==> config.mk <==
export PLATFORM = sky130hd
export DESIGN_NAME = ecc_err_log
export DESIGN_NICKNAME = d
export VERILOG_FILES = /design/src/rtl/ecc_err_log.sv
export SDC_FILE = /design/constraint.sdc
export NUM_CORES = 1
export LEC_CHECK = 0
export CAP_MARGIN = 20
export CELL_PAD_IN_SITES_DETAIL_PLACEMENT = 1
export CELL_PAD_IN_SITES_GLOBAL_PLACEMENT = 2
export CORE_MARGIN = 8
export CORE_UTILIZATION = 30
export DETAILED_ROUTE_END_ITERATION = 8
export PLACE_DENSITY_LB_ADDON = 0.1
export SLEW_MARGIN = 25
export SYNTH_ARGS = -nofsm -noshare
export SYNTH_HDL_FRONTEND = slang
export SYNTH_SLANG_ARGS = --single-unit
==> constraint.sdc <==
create_clock -name clk -period 3.2 [get_ports clk]
set_clock_uncertainty 0.15 [all_clocks]
set_input_delay 0.32 -clock clk [delete_from_list [all_inputs] [get_ports clk]]
set_output_delay 0.32 -clock clk [all_outputs]
set_load 0.005 [all_outputs]
==> src/rtl/ecc_err_log.sv <==
module ecc_err_log #(
  parameter logic [1:0] RESET_MODE = 2'b01
) (
  input  logic        clk,
  input  logic        rst_n,
  input  logic        reg_win,
  input  logic [3:0]  reg_addr,
  input  logic        reg_wr,
  input  logic        reg_rd,
  input  logic [31:0] reg_wdata,
  output logic [31:0] reg_rdata,
  output logic        irq,
  input  logic        err_ce,
  input  logic        err_ue,
  input  logic [31:0] err_addr,
  input  logic [7:0]  err_syn,
  input  logic [63:0] err_data,
  input  logic        wr_valid,
  input  logic [7:0]  chk_in,
  output logic [7:0]  chk_out
);

  logic [1:0]  mode;
  logic        fwc;
  logic [7:0]  pat;
  logic [3:0]  st;
  logic [31:0] ce_a, ue_a;
  logic [7:0]  ce_s, ue_s;
  logic [63:0] ce_d, ue_d;
  logic [31:0] rd_mux;

  wire       en     = mode[0];
  wire       opt_wr = reg_wr & ~reg_win & (reg_addr == 4'd0);
  wire       ack_wr = reg_wr &  reg_win & (reg_addr == 4'd1);
  wire [3:0] ack    = ack_wr ? reg_wdata[6:3] : 4'b0;
  wire [3:0] kept   = st & ~ack;
  wire       ce_new = err_ce & en & ~kept[0];
  wire       ce_dbl = err_ce & en &  kept[0];
  wire       ue_new = err_ue & en & ~kept[2];
  wire       ue_dbl = err_ue & en &  kept[2];

  assign irq     = |st;
  assign chk_out = chk_in ^ (fwc ? pat : 8'h00);

  always_ff @(posedge clk) begin
    if (!rst_n) begin
      mode <= RESET_MODE;
      fwc  <= 1'b0;
      pat  <= 8'h00;
    end else if (opt_wr) begin
      mode <= reg_wdata[1:0];
      fwc  <= reg_wdata[8];
      pat  <= reg_wdata[23:16];
    end else if (wr_valid) begin
      fwc  <= 1'b0;
    end
  end

  always_ff @(posedge clk) begin
    if (!rst_n) st <= 4'b0;
    else        st <= kept | {ue_dbl, ue_new, ce_dbl, ce_new};
  end

  always_ff @(posedge clk) begin
    if (!rst_n) begin
      ce_a <= '0; ce_s <= '0; ce_d <= '0;
    end else if (ce_new) begin
      ce_a <= err_addr; ce_s <= err_syn; ce_d <= err_data;
    end
  end

  always_ff @(posedge clk) begin
    if (!rst_n) begin
      ue_a <= '0; ue_s <= '0; ue_d <= '0;
    end else if (ue_new) begin
      ue_a <= err_addr; ue_s <= err_syn; ue_d <= err_data;
    end
  end

  always_comb begin
    rd_mux = 32'h0;
    if (reg_win) begin
      if (reg_addr == 4'd0) rd_mux = {25'b0, st, 3'b0};
    end else begin
      case (reg_addr)
        4'd0: rd_mux = {8'b0, pat, 7'b0, fwc, 6'b0, mode};
        4'd2: rd_mux = ue_a;
        4'd3: rd_mux = {16'b0, ue_s, 8'b0};
        4'd4: rd_mux = ue_d[31:0];
        4'd5: rd_mux = ue_d[63:32];
        4'd6: rd_mux = ce_a;
        4'd7: rd_mux = {16'b0, ce_s, 8'b0};
        4'd8: rd_mux = ce_d[31:0];
        4'd9: rd_mux = ce_d[63:32];
        default: rd_mux = 32'h0;
      endcase
    end
  end

  always_ff @(posedge clk) begin
    if (!rst_n)      reg_rdata <= 32'h0;
    else if (reg_rd) reg_rdata <= rd_mux;
    else             reg_rdata <= 32'h0;
  end

endmodule

==> results of run 1 <==
## cell type report
| cell class | count | area [sq um] | share of cell area |
|---|---|---|---|
| timing repair buffer | 231 | 2380 | 0.165 |
| inverter | 6 | 27.5 | 0.00191 |
| multi-input combinational | 865 | 5280 | 0.367 |
| antenna | 3 | 7.51 | 0.000522 |
| tap | 468 | 586 | 0.0407 |
| clock inverter | 3 | 40.0 | 0.00278 |
| sequential | 255 | 5100 | 0.355 |
| clock buffer | 49 | 953 | 0.0663 |
## how the worst min path moves through the flow
stage / cells after the start / to
finish: 3 / ue_a[27]
floorplan: 1 / mode[0]
global route: 3 / ue_d[47]
CTS: 3 / ue_a[27]
global placement: 2 / reg_rdata[25]
detailed placement: 2 / reg_rdata[25]
## report_power, final
group | leakage (nW) | switching (mW) | internal, mW
clock | 0.491 | 1.37 | 2.09
combinational | 2.24 | 0.560 | 0.421
sequential | 2.09 | 0.0804 | 3.34
## worst reg2reg max path: stages (launching register included)
cell and delay (ps):
dfxtp_1 580, nand2_4 470, buf_12 340, o21ai_0 220, a21oi_1 90
## routing by layer
metal | wire [microns] | up-vias
met5 | 42 | -
met4 | 856 | 6
met3 | 2130 | 57
met2 | 22600 | 252
met1 | 20400 | 5425
li1 | - | 4958
## kinds of logic (layout without fill, tap and decap cells)
| logic type | after synthesis | in the layout |
|---|---|---|
| compound gates | 549 | 549 |
| simple gates | 285 | 285 |
| flops | 255 | 255 |
| buf+inv | 155 | 289 |
| mux | 23 | 23 |
| xor+xnor | 8 | 8 |
| other cells | 0 | 3 |
## sequential cells by signal, indices dropped and copies added (netlist names)
register and count:
ce_d 64, ue_d 64, ce_a 32, reg_rdata 32, ue_a 32, ce_s 8
pat 8, ue_s 8, st 4, mode 2, fwc 1
## cell usage in the layout, fill, tap and decap left out, types with 7 or more instances in the layout
cell and count:
nand2_1 24, mux2i_1 14, buf_4 36, clkbuf_8 11, a222oi_1 27, buf_12 16, nand3_1 107, a22oi_1 37
clkbuf_1 7, mux2_2 9, nor2_1 13, a32oi_1 7, clkdlybuf4s50_1 178, a31oi_1 24, xnor2_1 8, dfxtp_1 255
a22o_1 7, a21oi_1 219, o21ai_0 211, clkbuf_16 31, nand3b_1 107
## metrics by stage
| stage | instance area (sq um) | instances | power, mW |
|---|---|---|---|
| CTS | 14400 | 1877 | 7.96 |
| finish | 14400 | 1880 | 7.85 |
| global placement | 13400 | 1825 | 4.46 |
| floorplan | 10900 | 1275 | 3.96 |
| global route | 14400 | 1880 | 8.18 |
| detailed placement | 13400 | 1825 | 4.47 |
==> results.toml, run 1 <==
[outcome]
outcome = "finished clean"

[logic_synthesis]
yosys.area.top_type_share = 0.467
yosys.area_share.adder = 0
synth.distinct_cells = 45
syn_avg_cell_area_sq_um = 8.57
seq_area_frac_synth = 0.467
syn_nets = 1431
synth_flop_cell = "dfxtp_1"
synth_top_family_by_area = "compound AO/OA/AOI/OAI gates"
yosysMostFrequentCell = "dfxtp_1"
syn-instance-count = 1275
synth-edff-count = 0
syn_area_sq_mm = 0.0109
synth_largest_area_cell = "dfxtp_1"
synth_xor_xnor_area_share = 0.00641
ys_seq_elements = 255
synthSimpleGateAreaFrac = 0.161
synth_mux_area_frac = 0.0221
synth_compound_area_frac = 0.285
yosysWarnings = 0
netlist_top_cells_count = "255 x dfxtp_1, 219 x a21oi_1, 211 x o21ai_0"
synth_area_leaders = "dfxtp_1 47%, a21oi_1 10%, o21ai_0 9.7%"
synthArstFlopShare = 0

[route]
vias = 10700
routed_via_density = 5.69
drtAntennaViolNets = 0
drt_iter0_drc = 606
routed_wl_microns = 46100
drc = 0
dr.pass1.iters = 5
wire_per_inst_microns = 24.5

[global_route]
gr-max-usage-layer = "met2"
grt_max_degree = 107
grt_antenna_before_repair = 7
grt_pass1_wl_microns = 69600
grt_use_met3 = 0.0328
grt_pass1_vias = 11000
grt_use_total = 0.211
use_met2 = 0.359
gr-total-overflow = 0
use_met1 = 0.275

[setup_path]
slowest_stage = "dfxtp_1"
crit_type = "reg -> out"
startpoint = "fwc"
r2r-start = "mode[0]"
cpPeakStageDelay_ps = 670
regToRegEndpoint = "ce_d[18]"
path_max_fanout = 10
path_depth = 3
crit_end = "chk_out[0]"
critPathTopFamily = "flip-flops"
critPathBufInv = 1
start_kind = "register"
end_kind = "output port"
critPathArrivalTime_ps = 2110
ff2ff_path_depth = 4
crit_chain = "nand2_1, xnor2_1, clkdlybuf4s50_1"
r2r_slack_ps = 1220
worstPathRequired_ps = 2730

[clock_network]
htreeDepth = 1
clk_path_buf_depth = 3
hold_buffers = 0
insertion_delay_ps = 550
cts_resized = 0
numCtsBuffers = 31
cts_root_buf = "clkbuf_16"
clock-sinks = 255
post_cts_buffers = 0
clk_pin_slew_worst_paths_ps = 60
tritoncts = "built"

[timing]
tightest_slew_ps = 653
setup_viol = 0
drv_slew = 0
fin_ws_ps = 616
timing.final.crit_share = 0.807
slew-limit-headroom = 0.564
whs_ps = 214
hold_viol_final = 0
fin_tns_setup_ps = 0
fin_crit_ps = 2580
max_freq_mhz = 387
rsz0062_at_grt = "false"

[worst_hold_path]
hold_start = "err_addr[27]"
hp-class = "in -> reg"

[run]
max-cap-violations = 0

[final_layout]
n_fill_cell = 4190
nets = 1546
postLayoutCoreUtil = 0.397
drive_above_1_share = 0.0894
syn2layout_area_growth_pct = 31.6

[power]
p_leak_nw = 4.82
power_density_mw_per_mm2 = 546
ir_drop_mv = 0.464

[die]
row_count = 70
coreArea_sq_mm = 0.0363
start_util = 0.301
io_pins = 197
die_h_microns = 207
die-area_sq_mm = 0.0428
die_w_microns = 207

[place]
dp_hpwl_microns = 29100
gp_congestion = 0.745
portBuffers = 179
dp_slack_ps = 466
No activity file was read; power rests on OpenSTA's default activity.
==> run 2: changes to the inputs <==
Clock period 3.2 ns to 2.4 ns, I/O delays scaled along.
==> run 2 against run 1 <==
First-iteration DRC count increased by 6.1%. Flip-flop and latch count unchanged. Largest cell class unchanged. Sequential power increased by 34%. Combinational power increased by 45%. Critical path depth decreased by 1. Clock power increased by 37%.
==> results.toml, run 2 (same netlist as run 1, synthesis figures left out) <==
[route]
drtAntennaViolNets = 0
dr.pass1.iters = 6
wire_per_inst_microns = 24.4
routed_wl_microns = 46900
drt_iter0_drc = 643
vias = 10700
drc = 0
routed_via_density = 5.57

[clock_network]
hold_buffers = 0
tritoncts = "built"
numCtsBuffers = 31
cts_root_buf = "clkbuf_16"
htreeDepth = 1
clock-sinks = 255
clk_pin_slew_worst_paths_ps = 60
clk_path_buf_depth = 3
insertion_delay_ps = 560

[die]
io_pins = 197
coreArea_sq_mm = 0.0363
start_util = 0.301
row_count = 70
die-area_sq_mm = 0.0428
die_h_microns = 207
die_w_microns = 207

[setup_path]
crit_type = "reg -> out"
cpPeakStageDelay_ps = 530
worstPathRequired_ps = 2010
path_max_fanout = 3
start_kind = "register"
crit_chain = "or4_1, clkdlybuf4s50_1"
end_kind = "output port"
slowest_stage = "or4_1"
ff2ff_path_depth = 4
critPathArrivalTime_ps = 1870

[power]
comb_power_share = 0.133
clkPwrFrac = 0.441
p_switching_mw = 2.71
ir_drop_mv = 0.612
seqPwrFrac = 0.426
p_sw_frac = 0.253
power_density_mw_per_mm2 = 714
p_int_mw = 8.00
p_leak_nw = 5.14

[final_layout]
layout_common_cells = "254 x dfxtp_1, 219 x a21oi_1, 211 x o21ai_0, 178 x clkdlybuf4s50_1"
final_area_sq_mm = 0.0150
top_regs = "ce_d: 64 flops, ue_d: 64 flops"
nets = 1590
final_common_cell = "dfxtp_1"
postLayoutCoreUtil = 0.414
drive_above_1_share = 0.115
syn2layout_area_growth_pct = 37.2

[global_route]
grt_max_degree = 67
gr-total-overflow = 0
gr-max-usage-layer = "met2"
grt_use_total = 0.215
use_met1 = 0.283
grt_use_met3 = 0.0309
grt_pass1_vias = 11200
grt_pass1_wl_microns = 71100
grt_antenna_before_repair = 3
use_met2 = 0.361

[timing]
drv_slew = 0
tightest_slew_ps = 494
fin_crit_ps = 2260
hold_viol_final = 0
slew-limit-headroom = 0.670
rsz0062_at_grt = "false"
setup_viol = 0
timing.final.crit_share = 0.943
max_freq_mhz = 442

[worst_hold_path]
hold-path-cell-count = 4
hp-class = "in -> reg"

[outcome]
outcome = "finished clean"

[run]
max-cap-violations = 0

[place]
post_dp_cell_area_sq_mm = 0.0140
portBuffers = 179
gp_congestion = 0.758
dp_hpwl_microns = 31300
## run 2: routing by layer
layer | up-vias | wire (microns)
met3 | 65 | 2400
met4 | 4 | 1350
li1 | 5058 | -
met1 | 5317 | 20800
met5 | - | 27
met2 | 267 | 22300
## run 2: layout make-up
cell class                      count  area (sq um)
Antenna cell                        1          2.50
Clock buffer                       51           921
Clock inverter                      3          90.1
Fill cell                        4180         21300
Inverter                            6          27.5
Multi-Input combinational cell    865          5280
Sequential cell                   255          5110
Tap cell                          468           586
Timing Repair Buffer              275          2980
## run 2: final timing paths
| path | start | to | slack, ps |
|---|---|---|---|
| setup / recovery | st[3] | irq | 140 |
| hold / removal | reg_addr[0] | reg_rdata[15] | 60 |
| setup reg to reg | mode[0] | ce_d[0] | 460 |
| hold reg to reg | ce_a[25] | reg_rdata[25] | 300 |
## run 2: power groups by stage
stage / registers [mW] / logic [mW] / clock network (mW)
CTS: 4.56 / 1.44 / 4.85
finish: 4.57 / 1.42 / 4.73
global route: 4.59 / 1.54 / 5.02
floorplan: 4.61 / 0.665 / 0
detailed placement: 4.66 / 1.43 / 0
global placement: 4.65 / 1.41 / 0
## run 2: timing repair
action | 4_1_cts | 5_1_grt
resized for setup | 1 | 0
buffers inserted | 0 | 0
endpoints found under the setup margin | 8 | 0
## run 2: per-stage QoR
stage,worst slack (ps),std cells,total power [mW],hold WS [ps],TNS (ps)
2_1_floorplan,751,1275,5.28,152,0
3_3_place_gp,-58.0,1869,6.06,291,-58.0
3_5_place_dp,-76.3,1869,6.09,294,-76.3
4_1_cts,101,1923,10.8,25.2,0
5_1_grt,62.4,1923,11.1,57.7,0
6_report,138,1924,10.7,58.0,0
## run 2: critical path, delay by kind of cell, from the launching register on
kind	cells	cell delay, ps
buffers and inverters	1	470
flip-flops	1	320
AND/OR/NAND/NOR	1	530
==> run 3: changes to the inputs <==
Settings changed: CELL_PAD_IN_SITES_GLOBAL_PLACEMENT 2 to 1.
==> run 3 against run 2 <==
Non-clock buffer count fell by 2. Die area stayed put. Global-route usage up 0.81 points. Hold slack better by 79 ps. Design area down 1.2%. Flip-flop and latch count unchanged. Maximum frequency fell by 0.49%. Sequential power about the same. Clock-buffer cell count decreased by 2. Largest power group unchanged. Sequential share of layout area is 0.41 points higher. Routed wire length grew 3.8%. Critical path depth stayed put. Largest cell class unchanged.
==> results.toml, run 3 (same netlist as run 1, synthesis figures left out) <==
[power]
ir_drop_mv = 0.477
p_sw_frac = 0.257
finalPower_mw = 10.7
p_leak_nw = 5.07
power_density_mw_per_mm2 = 720
p_switching_mw = 2.74
seqPwrFrac = 0.429
p_int_mw = 7.93
comb_power_share = 0.130
clkPwrFrac = 0.441

[route]
dr.pass1.iters = 7
vias = 10800
drt_iter0_drc = 824
drtAntennaViolNets = 0
routed_wl_microns = 48700
routed_via_density = 5.64
wire_per_inst_microns = 25.3
drc = 0

[clock_network]
post_cts_buffers = 0
tritoncts = "built"
clk_path_buf_depth = 3
cts_root_buf = "clkbuf_16"
htreeDepth = 1
numCtsBuffers = 30
clk_pin_slew_worst_paths_ps = 60
insertion_delay_ps = 560
clock-sinks = 255

[die]
start_util = 0.301
coreArea_sq_mm = 0.0363
die_h_microns = 207
die_w_microns = 207
row_count = 70
die-area_sq_mm = 0.0428
io_pins = 197

[outcome]
outcome = "finished clean"

[setup_path]
worstPathRequired_ps = 2010
critPathArrivalTime_ps = 1880
crit_chain = "or4_1, clkdlybuf4s50_1"
crit_type = "reg -> out"
slowest_stage = "or4_1"
path_max_fanout = 3
cpPeakStageDelay_ps = 520
critPathBufInv = 1
end_kind = "output port"
start_kind = "register"
critPathTopFamily = "simple AND/OR/NAND/NOR gates"

[global_route]
grt_antenna_before_repair = 0
grt_pass1_wl_microns = 72900
grt_use_total = 0.223
gr-total-overflow = 0
grt_max_degree = 95
grt_pass1_vias = 11400

[final_layout]
nets = 1587
final_common_cell = "dfxtp_1"
final_area_sq_mm = 0.0148
layout_common_cells = "254 x dfxtp_1, 219 x a21oi_1, 211 x o21ai_0, 179 x clkdlybuf4s50_1"
top_regs = "ce_d: 64 flops, ue_d: 64 flops"
n_antenna_cell = 0
drive_above_1_share = 0.114
n_fill_cell = 4197
finalNonFillerCells = 1921
syn2layout_area_growth_pct = 35.6

[run]
max-cap-violations = 0

[place]
gp_congestion = 0.815
dp_slack_ps = -108
post_dp_cell_area_sq_mm = 0.0138
placed_cells = 1867
dp_hpwl_microns = 33200
portBuffers = 179

[timing]
max_freq_mhz = 440
slew-limit-headroom = 0.703
setup_viol = 0
fin_tns_setup_ps = 0
timing.final.crit_share = 0.947
tightest_slew_ps = 442
drv_slew = 0
fin_crit_ps = 2270
hold_viol_final = 0
rsz0062_at_grt = "false"
fin_ws_ps = 126

[worst_hold_path]
hp-class = "in -> reg"
==> run 3: worst reg2reg max path, delay by kind of cell (launching register included) <==
| family | cells | cell delay (ps) |
|---|---|---|
| flip-flops | 1 | 570 |
| buffers and inverters | 1 | 310 |
| AND/OR/NAND/NOR | 1 | 350 |
| AO/OA/AOI/OAI | 2 | 380 |
==> run 3: final timing paths <==
check	start	end	slack [ps]	cells after the start
worst max-delay path	st[3]	irq	130	2
worst min-delay path	err_data[24]	ue_d[24]	140	3
worst max register to register	mode[0]	ue_d[16]	510	4
worst min register to register	ce_a[28]	reg_rdata[28]	310	2
==> run 3: power groups by stage <==
stage | Clock, mW | Sequential, mW | Combinational (mW)
after floorplan | 0 | 4.61 | 0.665
after global placement | 0 | 4.66 | 1.38
after detailed placement | 0 | 4.67 | 1.39
after CTS | 4.78 | 4.58 | 1.40
after global routing | 4.97 | 4.60 | 1.50
final | 4.71 | 4.58 | 1.39
==> run 3: area by class of cell <==
type / count / area [sq um] / area share
Multi-Input combinational cell: 865 / 5270 / 0.356
Sequential cell: 255 / 5110 / 0.345
Timing Repair Buffer: 273 / 2820 / 0.190
Clock buffer: 49 / 903 / 0.0610
Tap cell: 468 / 586 / 0.0395
Clock inverter: 5 / 100 / 0.00676
Inverter: 6 / 27.5 / 0.00186
==> run 3: stage by stage <==
step	hold slack, ps	util
floorplan	152	-
global placement	298	0.381
detailed placement	297	0.381
CTS	121	0.409
global route	140	0.409
finish	137	0.409
==> run 3: what timing repair did <==
action | CTS | global route
gates resized for setup | 1 | 0
hold buffers | 0 | 0
endpoints found under the setup margin | 8 | 0
==> run 3: layer usage <==
metal  up-vias  part of all wire  GRT usage
met2       255              0.52      0.409
met4         0             0.024     0.0587
li1       5036                 -          -
met3        59             0.042     0.0306
met1      5484              0.41      0.271
met5         -                 0          0
